==> src/rtl/pmp_csr_pkg.sv <==
package pmp_csr_pkg;

  typedef enum logic [1:0] {
    KIND_CFG  = 2'b00,
    KIND_ADDR = 2'b01,
    KIND_SEC  = 2'b10,
    KIND_NONE = 2'b11
  } csr_kind_e;

  localparam int BIT_EX   = 2;
  localparam int BIT_LOCK = 7;
  localparam logic [1:0] MODE_TOR = 2'b01;

  // Decide whether a new configuration byte may replace the stored one.
  function automatic logic cfg_write_ok(input logic enh, input logic bypass,
                                        input logic lockdown,
                                        input logic [7:0] cur,
                                        input logic [7:0] nxt);
    logic ok;
    if (!enh) begin
      ok = !cur[BIT_LOCK];
    end else begin
      ok = bypass | (!lockdown & !cur[BIT_LOCK]);
      if (lockdown) begin
        ok = ok | (nxt[BIT_LOCK] & !nxt[BIT_EX])
                | (!nxt[BIT_LOCK] & (nxt[2:0] != 3'b110));
      end
    end
    return ok;
  endfunction

  // Address register write gate: own lock, or locked top-of-range successor.
  function automatic logic addr_write_ok(input logic [7:0] own_cfg,
                                         input logic [7:0] next_cfg);
    return !own_cfg[BIT_LOCK] &&
           !(next_cfg[BIT_LOCK] && (next_cfg[4:3] == MODE_TOR));
  endfunction

endpackage

==> src/rtl/pmp_entry_slot.sv <==
module pmp_entry_slot
  import pmp_csr_pkg::*;
#(
  parameter int XLEN = 32
) (
  input  logic            clk,
  input  logic            rst_n,
  input  logic            enh_en,
  input  logic            bypass,
  input  logic            lockdown,
  input  logic            cfg_we,
  input  logic [7:0]      cfg_wbyte,
  input  logic            addr_we,
  input  logic [XLEN-1:0] addr_wdata,
  input  logic [7:0]      next_cfg,
  output logic [7:0]      cfg_q,
  output logic [XLEN-1:0] addr_q,
  output logic            cfg_commit,
  output logic            addr_commit,
  output logic            changed
);

  assign cfg_commit  = cfg_we  && cfg_write_ok(enh_en, bypass, lockdown, cfg_q, cfg_wbyte);
  assign addr_commit = addr_we && addr_write_ok(cfg_q, next_cfg);
  assign changed     = (cfg_commit  && (cfg_wbyte  != cfg_q)) ||
                       (addr_commit && (addr_wdata != addr_q));

  always_ff @(posedge clk) begin
    if (!rst_n) begin
      cfg_q  <= '0;
      addr_q <= '0;
    end else begin
      if (cfg_commit)  cfg_q  <= cfg_wbyte;
      if (addr_commit) addr_q <= addr_wdata;
    end
  end

endmodule

==> src/rtl/pmp_sec_reg.sv <==
module pmp_sec_reg (
  input  logic       clk,
  input  logic       rst_n,
  input  logic       we,
  input  logic [2:0] wdata,
  input  logic       any_locked,
  output logic       lockdown,
  output logic       whitelist,
  output logic       bypass
);

  logic bypass_next;

  // Bypass may only rise while no entry is locked; it may always fall.
  assign bypass_next = wdata[2] & (bypass | !any_locked);

  always_ff @(posedge clk) begin
    if (!rst_n) begin
      lockdown  <= 1'b0;
      whitelist <= 1'b0;
      bypass    <= 1'b0;
    end else if (we) begin
      lockdown  <= lockdown  | wdata[0];
      whitelist <= whitelist | wdata[1];
      bypass    <= bypass_next;
    end
  end

endmodule

==> src/rtl/pmp_csr_bank.sv <==
module pmp_csr_bank
  import pmp_csr_pkg::*;
#(
  parameter int NUM_ENTRIES = 16,
  parameter int XLEN        = 32,
  localparam int IDX_W      = $clog2(NUM_ENTRIES) + 1
) (
  input  logic                        clk,
  input  logic                        rst_n,
  input  logic                        enh_en,
  input  logic                        csr_we,
  input  logic [1:0]                  csr_kind,
  input  logic [IDX_W-1:0]            csr_idx,
  input  logic [XLEN-1:0]             csr_wdata,
  output logic [XLEN-1:0]             csr_rdata,
  output logic [8*NUM_ENTRIES-1:0]    cfg_flat,
  output logic [XLEN*NUM_ENTRIES-1:0] addr_flat,
  output logic                        sec_lockdown,
  output logic                        sec_whitelist,
  output logic                        sec_bypass,
  output logic                        cfg_changed
);

  localparam int BPC      = XLEN / 8;
  localparam int NUM_CFGS = (NUM_ENTRIES + BPC - 1) / BPC;

  logic [7:0]      cfg_arr  [NUM_ENTRIES];
  logic [XLEN-1:0] addr_arr [NUM_ENTRIES];
  logic [NUM_ENTRIES-1:0] lock_vec;
  logic [NUM_ENTRIES-1:0] slot_changed;
  logic [NUM_ENTRIES-1:0] cfg_commit;
  logic [NUM_ENTRIES-1:0] addr_commit;
  logic any_locked;
  logic sec_we;

  for (genvar e = 0; e < NUM_ENTRIES; e++) begin : g_slot
    localparam int CSR_N  = e / BPC;
    localparam int BYTE_I = e % BPC;
    logic       cfg_sel;
    logic       addr_sel;
    logic [7:0] nxt_cfg;

    assign cfg_sel  = csr_we && (csr_kind == KIND_CFG)  && (csr_idx == IDX_W'(CSR_N));
    assign addr_sel = csr_we && (csr_kind == KIND_ADDR) && (csr_idx == IDX_W'(e));

    if (e + 1 < NUM_ENTRIES) begin : g_next
      assign nxt_cfg = cfg_arr[e+1];
    end else begin : g_last
      assign nxt_cfg = 8'h00;
    end

    pmp_entry_slot #(.XLEN(XLEN)) u_slot (
      .clk        (clk),
      .rst_n      (rst_n),
      .enh_en     (enh_en),
      .bypass     (sec_bypass),
      .lockdown   (sec_lockdown),
      .cfg_we     (cfg_sel),
      .cfg_wbyte  (csr_wdata[8*BYTE_I +: 8]),
      .addr_we    (addr_sel),
      .addr_wdata (csr_wdata),
      .next_cfg   (nxt_cfg),
      .cfg_q      (cfg_arr[e]),
      .addr_q     (addr_arr[e]),
      .cfg_commit (cfg_commit[e]),
      .addr_commit(addr_commit[e]),
      .changed    (slot_changed[e])
    );

    assign lock_vec[e]                  = cfg_arr[e][BIT_LOCK];
    assign cfg_flat[8*e +: 8]           = cfg_arr[e];
    assign addr_flat[XLEN*e +: XLEN]    = addr_arr[e];
  end

  assign any_locked = |lock_vec;
  assign sec_we     = csr_we && (csr_kind == KIND_SEC);

  pmp_sec_reg u_sec (
    .clk       (clk),
    .rst_n     (rst_n),
    .we        (sec_we),
    .wdata     (csr_wdata[2:0]),
    .any_locked(any_locked),
    .lockdown  (sec_lockdown),
    .whitelist (sec_whitelist),
    .bypass    (sec_bypass)
  );

  always_ff @(posedge clk) begin
    if (!rst_n) cfg_changed <= 1'b0;
    else        cfg_changed <= |slot_changed;
  end

  always_comb begin
    csr_rdata = '0;
    case (csr_kind)
      KIND_CFG: begin
        if (int'(csr_idx) < NUM_CFGS) begin
          for (int e = 0; e < NUM_ENTRIES; e++) begin
            if ((e / BPC) == int'(csr_idx)) csr_rdata[8*(e%BPC) +: 8] = cfg_arr[e];
          end
        end
      end
      KIND_ADDR: begin
        for (int e = 0; e < NUM_ENTRIES; e++) begin
          if (e == int'(csr_idx)) csr_rdata = addr_arr[e];
        end
      end
      KIND_SEC: csr_rdata[2:0] = {sec_bypass, sec_whitelist, sec_lockdown};
      default:  csr_rdata = '0;
    endcase
  end

endmodule

==> config.mk <==
export PLATFORM = sky130hd
export DESIGN_NAME = pmp_csr_bank
export DESIGN_NICKNAME = d
export VERILOG_FILES = /design/src/rtl/pmp_csr_pkg.sv /design/src/rtl/pmp_entry_slot.sv /design/src/rtl/pmp_sec_reg.sv /design/src/rtl/pmp_csr_bank.sv
export SDC_FILE = /design/constraint.sdc
export NUM_CORES = 2
export LEC_CHECK = 0
export ABC_CLOCK_PERIOD_IN_PS = 4860
export CELL_PAD_IN_SITES_DETAIL_PLACEMENT = 0
export CELL_PAD_IN_SITES_GLOBAL_PLACEMENT = 2
export CORE_MARGIN = 1
export CORE_UTILIZATION = 32
export CTS_BUF_LIST = sky130_fd_sc_hd__clkbuf_2
export CTS_CLUSTER_SIZE = 12
export DETAILED_ROUTE_END_ITERATION = 7
export GPL_TIMING_DRIVEN = 0
export PLACE_DENSITY = 0.91
export SLEW_MARGIN = 20
export SYNTH_ARGS = -nofsm -noshare
export SYNTH_HDL_FRONTEND = slang
export SYNTH_HIERARCHICAL = 1
export SYNTH_SLANG_ARGS = --single-unit
export TNS_END_PERCENT = 5
==> constraint.sdc <==
create_clock -name clk -period 4.86 [get_ports clk]
set_clock_uncertainty 0.15 [all_clocks]
set_input_delay 1.458 -clock clk [delete_from_list [all_inputs] [get_ports clk]]
set_output_delay 1.458 -clock clk [all_outputs]
set_load 0.005 [all_outputs]
==> impl_metrics.yaml <==
run_status:
  outcome: "finished with violations"
  violations: "setup timing"
worst_setup_path:
  crit_type: "primary input to output pin"
  worstPathRequired_ps: 3250
  rr_worst_depth: 7
  r2r-end: "cfg_changed"
  startpoint: "csr_idx[2]"
  timing.rr.start: "g_slot[10].u_slot/addr_q[9]"
  start_kind: "primary input"
  path_delay_family: "compound AO/OA/AOI/OAI gates"
  max_stage_delay_ps: 990
  critPathSlowestCell: "a222oi_1"
  r2r_slack_ps: 570
  crit_chain: "buf_6, buf_8, or4b_4, a21oi_2, o22ai_2, a222oi_1, a22oi_2, clkdlybuf4s15_1"
  worst-path-buf-inv: 3
  arrival_ps: 4210
  end_kind: "output pin"
  worst-path-max-fanout: 7
floorplanning:
  dieArea_um2: 121000
  floorplan.die.width_um: 348
  ios: 719
  placementRows: 126
  core-area_um2: 118000
  start_util_pct: 32.4
  die_h_um: 348
worst_hold_path:
  hold_path.class: "primary input to flop"
  whs_path_depth: 3
  hp-start: "csr_wdata[5]"
  worstHoldEndpoint: "g_slot[14].u_slot/addr_q[5]"
route:
  dr.pass1.iters: 8
  viasPerCell: 5.89
  vias: 42700
  wl_per_cell_um: 35.2
  drc: 0
  drt_wl_total_um: 256000
  first_iter_violations: 5874
  drtAntennaViolNets: 0
cells_and_area:
  seq_area_um2: 12900
  area_growth_pct: 35.6
  mostFrequentLayoutCells: "nand2_1 (1120), clkdlybuf4s50_1 (655), dfxtp_1 (617)"
  utilization_pct: 43.9
  final_cells: 7262
  nets: 5563
  final_common_cell: "nand2_1"
  n_fill_cell: 11900
  drive_gt1_share_pct: 16.1
  multi_input_area_um2: 24900
clock_network:
  cts_buffers: 183
  tritoncts: "built"
  clockRootBuffer: "clkbuf_2"
  htreeDepth: 4
  clock_sinks: 644
  path_clk_slew_ps: 110
  clkLatencyLatePin_ps: 1580
  cts_max_path_buffers: 3
place:
  place_congestion: 1.04
  place.port_buffers: 714
  dp_hpwl_um: 196000
  placed_cells: 6911
sta:
  min_period_over_period_pct: 120
  tightest_slew_ps: 1350
  hold_viol: 0
  fin_crit_ps: 5810
  setup_slack_ps: -954
  rsz0062_at_grt: "yes"
  final_max_slew_viol_count: 0
  setup_viol: 32
  max_freq_mhz: 172
  slew_headroom_pct: 9.25
synthesis:
  syn_inst: 4559
  yosysWarnings: 6
  syn_avg_cell_area_um2: 8.41
  synth_area_um2: 38300
grt:
  grt_first_pass_wirelength_um: 340000
  grt_max_degree: 44
  grt_pass1_vias: 39700
  antenna_found_initial: 18
  grt_use_total_pct: 40.7
  globalRouteOverflowTotal: 0
run:
  drv_cap: 0
power:
  power.density_cell_area_nw_per_um2: 214
  vdd_drop_max_mv: 0.178
  leakagePower_nw: 19.3
## how the worst max path moves through the flow
| stage | end | slack [ps] | cells after the start |
|---|---|---|---|
| after floorplan | csr_rdata[19] | 170 | 7 |
| after global placement | cfg_changed | -3230 | 8 |
| after detailed placement | csr_rdata[1] | -2380 | 9 |
| after CTS | csr_rdata[7] | -910 | 9 |
| after global routing | csr_rdata[21] | -830 | 10 |
| final | csr_rdata[10] | -950 | 8 |
## area by class of cell
| class | instances | area share, % |
|---|---|---|
| clock buffer | 261 | 2.51 |
| antenna | 8 | 0.0385 |
| timing repair buffer | 779 | 15.6 |
| buffer | 282 | 4.36 |
| tap | 1600 | 3.85 |
| sequential | 644 | 24.9 |
| inverter | 40 | 0.301 |
| multi-input combinational | 3590 | 47.9 |
| clock inverter | 58 | 0.625 |
## stage by stage
step / total power, mW / setup TNS (ps) / hold slack (ps) / area (um^2) / setup slack [ps]
finish: 11.2 / -21660 / 166 / 52000 / -954
floorplan: 6.01 / 0 / 333 / 38400 / 171
global placement: 6.84 / -930400 / 348 / 47500 / -3230
global route: 11.5 / -20440 / 89.6 / 52000 / -828
detailed placement: 6.87 / -92040 / 361 / 48300 / -2380
CTS: 11.1 / -24840 / 1.73 / 51400 / -906
## state kept, by name, summed over array words and instances (netlist names)
name / flops
cfg_changed: 1
g_slot.u_slot/addr_q: 512
u_sec/lockdown: 1
g_slot.u_slot/cfg_q: 128
u_sec/bypass: 1
u_sec/whitelist: 1
## report_power, final
| part | switching (mW) | internal (mW) | leakage (nW) | total [mW] |
|---|---|---|---|---|
| Clock | 2.63 | 1.57 | 1.23 | 4.21 |
| Sequential | 0.0382 | 5.29 | 5.20 | 5.32 |
| Combinational | 1.10 | 0.527 | 12.9 | 1.62 |
## layer usage
metal / wire (um) / track usage (%) / vias to the layer above
li1: - / - / 17900
met1: 97300 / 50.4 / 20800
met2: 108000 / 59.9 / 3270
met3: 33500 / 15.0 / 748
met4: 17100 / 24.1 / 14
met5: 109 / 0 / -
## timing repair
item,CTS,global route
hold buffers,6,0
gates resized for setup,367,136
pin swaps,58,53
endpoints found under the setup margin,34,32
setup buffers,15,7
hold endpoints to repair,10,0
## tightest hold or removal path, delay by kind of cell
family / cells / cell delay, ps
and+or+nand+nor: 1 / 100
AOI/OAI and AO/OA: 1 / 60
buffers and inverters: 1 / 220
Note: power is estimated with default switching activity, not from simulation.
